==> src/rtl/flash_cmd_fsm.sv <==
module flash_cmd_fsm #(
  parameter int NSECT    = 12,
  parameter int WPS      = 4,
  parameter int BUSY_CYC = 8,
  localparam int SECT_W  = $clog2(NSECT),
  localparam int WPS_W   = $clog2(WPS),
  localparam int ADDR_W  = SECT_W + WPS_W,
  localparam int NWORD   = NSECT * WPS,
  localparam int CNT_W   = $clog2(BUSY_CYC + 1)
) (
  input  logic              clk,
  input  logic              rst_n,
  input  logic              wr_en,
  input  logic [ADDR_W-1:0] addr,
  input  logic [15:0]       wdata,
  output logic [15:0]       rdata
);
  localparam logic [1:0] M_ARR = 2'd0, M_STS = 2'd1, M_LCK = 2'd2;
  localparam logic [1:0] P_NONE = 2'd0, P_PGM = 2'd1, P_ERS = 2'd2, P_LCK = 2'd3;

  logic [15:0]      mem_q [NWORD];
  logic [NSECT-1:0] lock_q;
  logic [CNT_W-1:0] cnt_q;
  logic [1:0]       mode_q, pend_q;
  logic             e_ers, e_pgm, e_lck;
  logic             sec_lck;

  wire [7:0]        cmd   = wdata[7:0];
  wire [SECT_W-1:0] sect  = addr[ADDR_W-1:WPS_W];
  wire              in_rng = int'(sect) < NSECT;
  wire              ready = (cnt_q == '0);
  wire [7:0]        stat  = {ready, 1'b0, e_ers, e_pgm, 2'b00, e_lck, 1'b0};

  always_comb begin
    sec_lck = 1'b1;
    for (int i = 0; i < NSECT; i++)
      if (int'(sect) == i) sec_lck = lock_q[i];
  end

  always_comb begin
    case (mode_q)
      M_STS:   rdata = {8'h00, stat};
      M_LCK:   rdata = 16'(lock_q);
      default: rdata = in_rng ? mem_q[addr] : 16'hFFFF;
    endcase
  end

  always_ff @(posedge clk) begin
    if (!rst_n) begin
      for (int i = 0; i < NWORD; i++) mem_q[i] <= 16'hFFFF;
      lock_q <= '1;
      cnt_q  <= '0;
      mode_q <= M_ARR;
      pend_q <= P_NONE;
      e_ers  <= 1'b0;
      e_pgm  <= 1'b0;
      e_lck  <= 1'b0;
    end else begin
      if (!ready) cnt_q <= cnt_q - 1'b1;
      if (wr_en) begin
        if (!ready) begin
          if (cmd == 8'h70) mode_q <= M_STS;
        end else begin
          case (pend_q)
            P_PGM: begin
              pend_q <= P_NONE;
              if (sec_lck) begin
                e_pgm <= 1'b1;
                e_lck <= 1'b1;
              end else begin
                mem_q[addr] <= mem_q[addr] & wdata;
                cnt_q <= CNT_W'(BUSY_CYC);
              end
            end
            P_ERS: begin
              pend_q <= P_NONE;
              if (cmd != 8'hD0) mode_q <= M_ARR;
              else if (sec_lck) begin
                e_ers <= 1'b1;
                e_lck <= 1'b1;
              end else begin
                for (int i = 0; i < NWORD; i++)
                  if (i / WPS == int'(sect)) mem_q[i] <= 16'hFFFF;
                cnt_q <= CNT_W'(BUSY_CYC);
              end
            end
            P_LCK: begin
              pend_q <= P_NONE;
              if (cmd == 8'h01 || cmd == 8'hD0) begin
                for (int i = 0; i < NSECT; i++)
                  if (int'(sect) == i) lock_q[i] <= (cmd == 8'h01);
              end else mode_q <= M_ARR;
            end
            default: begin
              case (cmd)
                8'h40: pend_q <= P_PGM;
                8'h20: pend_q <= P_ERS;
                8'h60: pend_q <= P_LCK;
                8'h70: mode_q <= M_STS;
                8'h90: mode_q <= M_LCK;
                8'h50: begin
                  e_ers <= 1'b0;
                  e_pgm <= 1'b0;
                  e_lck <= 1'b0;
                end
                default: mode_q <= M_ARR;
              endcase
            end
          endcase
        end
      end
    end
  end
endmodule

==> config.mk <==
export PLATFORM = sky130hd
export DESIGN_NAME = flash_cmd_fsm
export DESIGN_NICKNAME = d
export VERILOG_FILES = /design/src/rtl/flash_cmd_fsm.sv
export SDC_FILE = /design/constraint.sdc
export NUM_CORES = 1
export LEC_CHECK = 0
export CELL_PAD_IN_SITES_DETAIL_PLACEMENT = 1
export CELL_PAD_IN_SITES_GLOBAL_PLACEMENT = 2
export CORE_MARGIN = 10
export CORE_UTILIZATION = 40
export CTS_BUF_LIST = sky130_fd_sc_hd__clkbuf_4 sky130_fd_sc_hd__clkbuf_8
export DETAILED_ROUTE_END_ITERATION = 6
export HOLD_SLACK_MARGIN = 0.1
export PLACE_DENSITY = 0.67
export RECOVER_POWER = 25
export SLEW_MARGIN = 20
export SYNTH_ARGS = -nofsm -noshare
export SYNTH_HDL_FRONTEND = slang
export SYNTH_SLANG_ARGS = --single-unit
==> constraint.sdc <==
create_clock -name clk -period 6.1 [get_ports clk]
set_clock_uncertainty 0.15 [all_clocks]
set_input_delay 1.22 -clock clk [delete_from_list [all_inputs] [get_ports clk]]
set_output_delay 1.22 -clock clk [all_outputs]
set_load 0.05 [all_outputs]
Word level (Yosys, flattened, before mapping)
Memories as Yosys holds them, arrays and structs flattened.
Index checks and enable logic that the tools add are counted.
Widths: inputs -> output; s select.
- equal/unequal tests: 43
- multipliers: 0
- shifts and indexed selects: 0
- bitwise gates (word level): 52
- magnitude comparators: 1
- muxes and demuxes: 190
- add/sub/neg operators: 1
- div/mod/pow operators: 0
- reductions and logical operators: 30
- operators with widths (cell ; count):
    $mux 16 ; 50
    $mux 1 ; 121
    $reduce_and 5->1 ; 14
    $or 1x1->1 ; 48
    $eq 4x4->1 const A ; 8
    $eq 4x4->1 const B ; 8
    $eq 8x7->1 const B ; 4
    $pmux 16 s2 ; 1
    $mux 4 ; 5
    $pmux 2 s3 ; 3
    $and 16x16->16 ; 1
    $eq 8x8->1 const B ; 2
    $reduce_or 16->1 ; 1
    $reduce_and 6->1 ; 2
    $mux 2 ; 5
    $eq 3x4->1 const A ; 2
    $eq 4x3->1 const B ; 2
    $eq 8x1->1 const B ; 1
    $eq 8x6->1 const B ; 1
    $logic_not 4->1 ; 2
    $ne 2x2->1 const B ; 4
    $ne 8x8->1 const B ; 1
    $pmux 4 s2 ; 1
    $eq 2x2->1 const B ; 3
    other kinds (19) ; 27
- output and inout bits: 16
- latch bits: 0
- register bits after elaboration: 23
- memories kept: 1
- bits in read-only memories: 0
- word-level logic and storage cells: 336
- RAM bits: 768
- bits of input ports: 25
- memory list (memory ; words ; bits a word ; rd ports ; clocked after memory_dff ; wr ports ; RTL line ; RTL):
    mem_q ; 48 ; 16 ; 1 ; 0 ; 48 ; 21 ; logic [15:0] mem_q [NWORD];

Depth between registers and ports, before layout
Gate-level depths: netlist of the first run.
- depth in word-level cells: 22
- gate-level depth with buffers: 14
- mapped depth without buffers: 8

Worst setup path after synthesis of the first run
Ideal clock, no wire load.
- kind: input port to output port
- from: input addr[0]
- to: output rdata[3]
- arrival: 3491 ps
- stages: 10
- required time: 4730 ps
- buffers on the path: 4
- path slack: 1239 ps
- cell sequence: buf_6 > buf_6 > nor2_1 > buf_2 > buf_2 > a21oi_1 > o22ai_1 > o21ai_0 > and3_1 > a31oi_1
- longest elaborated chain between the ends: 3
- RTL lines (what ; RTL line ; RTL):
    start, declared ; 14 ; input logic [ADDR_W-1:0] addr,
    $mem_v2 48x16 ; n/a ;
    $mux 16 ; 44 ; default: rdata = in_rng ? mem_q[addr] : 16'hFFFF;
    $pmux 16 s2 ; 41 ; case (mode_q)
    end, declared ; 16 ; output logic [15:0] rdata
No other way between the ends.

Final worst setup path of the first run
- from: input addr[4]
- to: output rdata[4]
- longest elaborated chain between the ends: 3
- elaborated cells on any way between the ends: 4
- classes of those cells: order compare (1); mux (2); memory (1)
- RTL lines (what ; RTL line):
    $mem_v2 48x16 / $lt 4x4->1 (equally long branches) ; n/a
    $mux 16 * ; 44
    $pmux 16 s2 * ; 41
Every way passes the cells marked *; elsewhere a longest branch is shown, timed or not.

==> flow_summary.json, run 1 <==
{
  "slew_headroom": -0.593,
  "status": "complete, but fails checks",
  "drc": 0,
  "ant_nets": 0,
  "cts_tree": "yes",
  "route.layer.met1.wl_microns": 75300,
  "cp.required_ns": 4.73,
  "power_density_nw_per_um2": 312,
  "setup_ws_ns": -0.100,
  "clock_latency_ns": 0.91,
  "htree_num_levels": 4,
  "finalMaxSlewViolations": 190,
  "synth_warnings": 0,
  "max_cap_violations": 9,
  "synth-edff-count": 1024,
  "hold_viol_final": 0,
  "dr.max_layer_used": "met5",
  "drive_gt1_frac": 0.187,
  "syn_inst": 3345,
  "die_x_microns": 358,
  "synth_flop_cell": "edfxtp_1",
  "multiInputGateArea_sq_um": 13800,
  "hold_ws_ns": 0.355,
  "synth_area_per_cell_sq_um": 13.7,
  "synth_seq_cells": 1047,
  "path_clk_slew_ns": 0.06,
  "critPathKind": "in -> out",
  "fin_util": 0.468,
  "yosysSeqAreaShare": 0.682,
  "grt_pass1_wl_microns": 256000,
  "placedCellCount": 5142,
  "clock.fmax_mhz": 161,
  "cts_buffer_depth": 3,
  "rows": 124,
  "dp.final_hpwl_microns": 123000,
  "die-area_sq_um": 128000,
  "root_buffer": "clkbuf_8",
  "irDropWorstVdd_uv": 250,
  "track_usage": 0.285,
  "grt_pass1_vias": 32816,
  "p_leak_nw": 15.9,
  "yosysTopAreaCell": "edfxtp_1",
  "cts_num_sinks": 1047,
  "cts_setup_buffers": 0,
  "crit_fanout": 13,
  "start_kind": "input port",
  "final_common_cell": "edfxtp_1",
  "ys_types": 87,
  "hold_class": "reg -> reg",
  "ioPinCount": 41,
  "end_kind": "output port",
  "wirelength_microns": 184000,
  "postSynth.asyncResetShare": 0,
  "failed_checks": "capacitance limit, slew limit, setup timing",
  "fillers": 11737,
  "rsz0062_at_grt": "no",
  "setup_tns_ns": -1.39,
  "coreArea_sq_um": 114000,
  "finalNonFillerCells": 5464,
  "die_h_microns": 358,
  "drt_pass1_iterations": 6,
  "seqCellArea_sq_um": 31200,
  "vias": 32137,
  "total_power_mw": 16.7,
  "crit_arrival_ns": 4.83,
  "post-route-min-period_ns": 6.20,
  "dr_wl_met2_microns": 84400,
  "worstMarginPinSlew_ns": 2.39,
  "synthTopCellsByArea": "edfxtp_1 (67%), nand2_1 (7.0%), mux4_2 (4.1%), mux2i_1 (3.8%), buf_2 (1.6%)",
  "port_buffers": 40,
  "initial_utilization": 0.401,
  "layout_common_cells": "edfxtp_1 (1024), nand2_1 (849), conb_1 (256)",
  "period_share": 1.02,
  "via_per_inst": 5.88,
  "synth_top_cell_area_share": 0.672,
  "syn_to_final_growth_pct": 16.6,
  "avgRoutedWirePerCell_microns": 33.6,
  "overflow": 0,
  "gp_congestion": 0.943,
  "grt_max_degree": 50,
  "synthesis.area_sq_um": 45800,
  "fin_nets": 3846,
  "wl_met3_microns": 16500,
  "antenna_found_initial": 10,
  "first_iter_violations": 3983,
  "setup_viol": 19,
  "numCtsBuffers": 182
}
==> cell usage after synthesis (18+ instances only) <==
master,number
mux4_2,84
nor2_1,96
mux2i_1,173
o21ai_0,95
a32oi_1,18
a22o_1,21
nand3_1,29
buf_2,143
buf_4,46
a31oi_1,36
a221oi_1,55
edfxtp_1,1024
mux2_2,32
buf_6,35
clkbuf_1,61
nand2_1,850
a22oi_1,77
o22ai_1,49
dfxtp_1,23
a21oi_1,78
and3_1,24
inv_1,30
==> worst paths after layout <==
path / startpoint / slack [ns] / cells past startpoint / endpoint
worst min register to register: e_ers / 0.36 / 2 / e_ers
worst max register to register: mem_q[7][12] / 1.08 / 9 / mem_q[57][12]
worst max-delay path: addr[4] / -0.10 / 10 / rdata[4]
worst min-delay path: e_ers / 0.36 / 2 / e_ers
==> timing repair <==
item                                    CTS  global route
pin swaps                                 0             1
hold buffers                              0             0
endpoints found under the setup margin    3             4
resized for setup                         3             5
endpoints found under the hold margin     0             0
==> kinds of logic (layout without fill, tap and decap cells) <==
kind of cell	count (synthesis)	in the layout	share of synthesized area
multiplexers	289	289	0.0871
flip-flops	1047	1047	0.682
other	1	260	0.0000819
adder cells (fa/ha/maj)	7	7	0.00191
buffers and inverters	328	676	0.0407
AND/OR/NAND/NOR	1129	1129	0.105
AO/OA/AOI/OAI	544	544	0.0836
==> worst max-delay path: stages <==
cell,delay [ns]
dlygate4sd3_1,0.99
or3_1,0.72
a21oi_1,0.17
and3_1,0.35
a211oi_1,0.62
nand4_1,0.20
inv_1,0.08
a21oi_1,0.06
buf_4,0.21
buf_12,0.17
==> state kept, by name, summed over array words and instances (netlist names) <==
register / flops
e_lck: 1
e_pgm: 1
cnt_q: 4
mem_q: 1024
lock_q: 12
mode_q: 2
pend_q: 2
e_ers: 1
==> area by class of cell <==
class                           instances  area share
Antenna cell                            4    0.000188
Clock buffer                          248      0.0562
Clock inverter                         70     0.00894
Inverter                               37     0.00260
Multi-Input combinational cell       2225       0.259
Sequential cell                      1047       0.585
Tap cell                             1512      0.0355
Timing Repair Buffer                  321      0.0530
==> report_power, final <==
part           total, mW  switching, mW  internal, mW
registers           8.14         0.0491          8.09
clock network       6.32           3.00          3.32
logic               2.21           1.58         0.627
total               16.7           4.63          12.0
==> per-layer routing <==
| metal | track usage | vias up |
|---|---|---|
| met2 | 0.445 | 1617 |
| met5 | 0 | - |
| met3 | 0.0656 | 339 |
| met1 | 0.383 | 16897 |
| met4 | 0.115 | 4 |
| li1 | - | 13280 |
==> through the flow <==
stage	cell area, sq um	setup WS [ns]
after floorplan	46700	1.24
after global placement	50100	-0.110
after detailed placement	50100	-0.0812
after CTS	53600	0.0431
after global routing	53300	0.0251
final	53300	-0.100
(Power assumes the default switching activity.)
==> run 2, diff against run 1 <==
- CORE_MARGIN: 10 -> not set
==> flow_summary.json, run 2 (synthesis gave the netlist of run 1 again) <==
{
  "status": "complete, but fails checks",
  "failed_checks": "capacitance limit, slew limit",
  "slowest_stage": "mux2i_1",
  "layout_common_cells": "edfxtp_1 (1024), nand2_1 (849), conb_1 (256)",
  "switching_power_mw": 4.56,
  "end_kind": "output port",
  "r2r_slack_ns": 1.64,
  "hold_viol_final": 0,
  "die_x_microns": 340,
  "crit_buf_inv": 3,
  "port_buffers": 40,
  "track_usage": 0.313,
  "fin_util": 0.473,
  "drive_gt1_frac": 0.194,
  "largest_register_ffs": 1024,
  "cts_buffer_depth": 3,
  "cp.required_ns": 4.73,
  "r2r_start": "mem_q[17][9]",
  "start_kind": "input port",
  "path_clk_slew_ns": 0.06,
  "drc": 0,
  "comb_power_share": 0.129,
  "clock_latency_ns": 0.91,
  "die_h_microns": 340,
  "power_density_nw_per_um2": 310,
  "crit_fanout": 30,
  "top_regs": "mem_q (1024), lock_q (12), cnt_q (4)",
  "root_buffer": "clkbuf_8",
  "first_iter_violations": 4030,
  "hold_class": "reg -> reg",
  "hold_start": "e_ers",
  "grt_max_degree": 50,
  "overflow": 0,
  "cts_tree": "yes",
  "p_leak_nw": 16.0,
  "slew_headroom": -0.314,
  "post-route-min-period_ns": 6.09,
  "crit_top_cell": "o22ai_1",
  "clkPwrFrac": 0.378,
  "p_int_mw": 12.0,
  "syn_to_final_growth_pct": 16.7,
  "worstReg2RegEnd": "mem_q[22][9]",
  "hold-path-endpoint": "e_ers",
  "clock.fmax_mhz": 164,
  "max_cap_violations": 12,
  "critPathKind": "in -> out",
  "hold_depth": 2,
  "sequentialPowerShare": 0.492,
  "drt_pass1_iterations": 5,
  "postCtsHoldBufs": 0,
  "grt_pass1_vias": 32775,
  "wirelength_microns": 181000,
  "setup_viol": 0,
  "vias": 32275,
  "switching_share": 0.275,
  "final_common_cell": "edfxtp_1",
  "rows": 123,
  "fin_nets": 3857,
  "slowest_delay_ns": 0.80,
  "antenna_found_initial": 7,
  "reg2reg_depth": 9,
  "initial_utilization": 0.405,
  "rsz0062_at_grt": "no",
  "worstMarginPinSlew_ns": 1.97,
  "gp_congestion": 0.925,
  "stdcell_area_sq_um": 53400,
  "total_power_mw": 16.5,
  "via_per_inst": 5.90,
  "finalMaxSlewViolations": 275,
  "avgRoutedWirePerCell_microns": 33.0,
  "grt_pass1_wl_microns": 253000,
  "crit_arrival_ns": 4.72,
  "setup_ws_ns": 0.0103,
  "numCtsBuffers": 182,
  "crit_family": "compound AO/OA/AOI/OAI gates",
  "coreArea_sq_um": 113000,
  "ioPinCount": 41,
  "period_share": 0.998,
  "preCtsSetupSlack_ns": -0.0639,
  "ant_nets": 0,
  "die-area_sq_um": 116000,
  "cts_num_sinks": 1047,
  "placed_area_sq_um": 50100,
  "dp.final_hpwl_microns": 121000,
  "irDropWorstVdd_uv": 207,
  "top_register": "mem_q",
  "fillers": 11580,
  "crit_chain": "clkbuf_8 > buf_4 > mux2i_1 > o22ai_1 > a211oi_1 > o22ai_1 > nor4_2 > a21oi_1 > buf_12",
  "htree_num_levels": 4
}
[run 2: routing by layer]
metal  vias to the layer above  wire, microns  GRT usage
met2                      1691          83200      0.491
li1                      13311              -          -
met3                       377          16200     0.0601
met1                     16890          74500      0.435
met5                         -             40          0
met4                         6           6870      0.112
[run 2: how the worst max path moves through the flow]
stage | startpoint | end | cells past startpoint
after floorplan | addr[0] | rdata[3] | 10
after global placement | addr[4] | rdata[10] | 8
after detailed placement | addr[0] | rdata[6] | 11
after CTS | addr[4] | rdata[11] | 10
after global routing | addr[4] | rdata[4] | 11
final | addr[2] | rdata[1] | 9
[run 2: power groups by stage]
stage          Clock, mW  Sequential, mW  Combinational [mW]
4_1_cts             6.38            8.15                2.14
3_3_place_gp           0            8.28                2.11
2_1_floorplan          0            8.28                1.08
5_1_grt             6.65            8.16                2.21
6_report            6.26            8.14                2.14
3_5_place_dp           0            8.29                2.13
[run 2: area by class of cell]
type | count | area [sq um] | area share
sequential | 1047 | 31200 | 0.584
multi-input combinational | 2225 | 13800 | 0.259
clock buffer | 252 | 3050 | 0.0571
timing repair buffer | 332 | 2880 | 0.0539
tap | 1500 | 1880 | 0.0351
clock inverter | 77 | 417 | 0.00780
inverter | 37 | 139 | 0.00260
antenna | 4 | 10.0 | 0.000187
[run 2: worst reg2reg max path, delay by kind of cell, from the launching register on]
kind | cells | cell delay [ns]
compound gates | 4 | 1.18
buf+inv | 2 | 1.64
flops | 1 | 0.38
mux | 1 | 0.47
simple gates | 2 | 0.31
[run 2: what timing repair did]
| action | in CTS | in global routing |
|---|---|---|
| setup buffers | 0 | 0 |
| gates resized for setup | 2 | 2 |
| hold endpoints to repair | 0 | 0 |
| endpoints found under the setup margin | 2 | 3 |
[run 2: metrics by stage]
step                      hold slack (ns)  setup TNS (ns)  instances
after floorplan                     0.300               0       3600
after global placement              0.328          -0.901       5141
after detailed placement            0.344         -0.0639       5141
after CTS                           0.351               0       5470
after global routing                0.380               0       5471
final                               0.351               0       5474
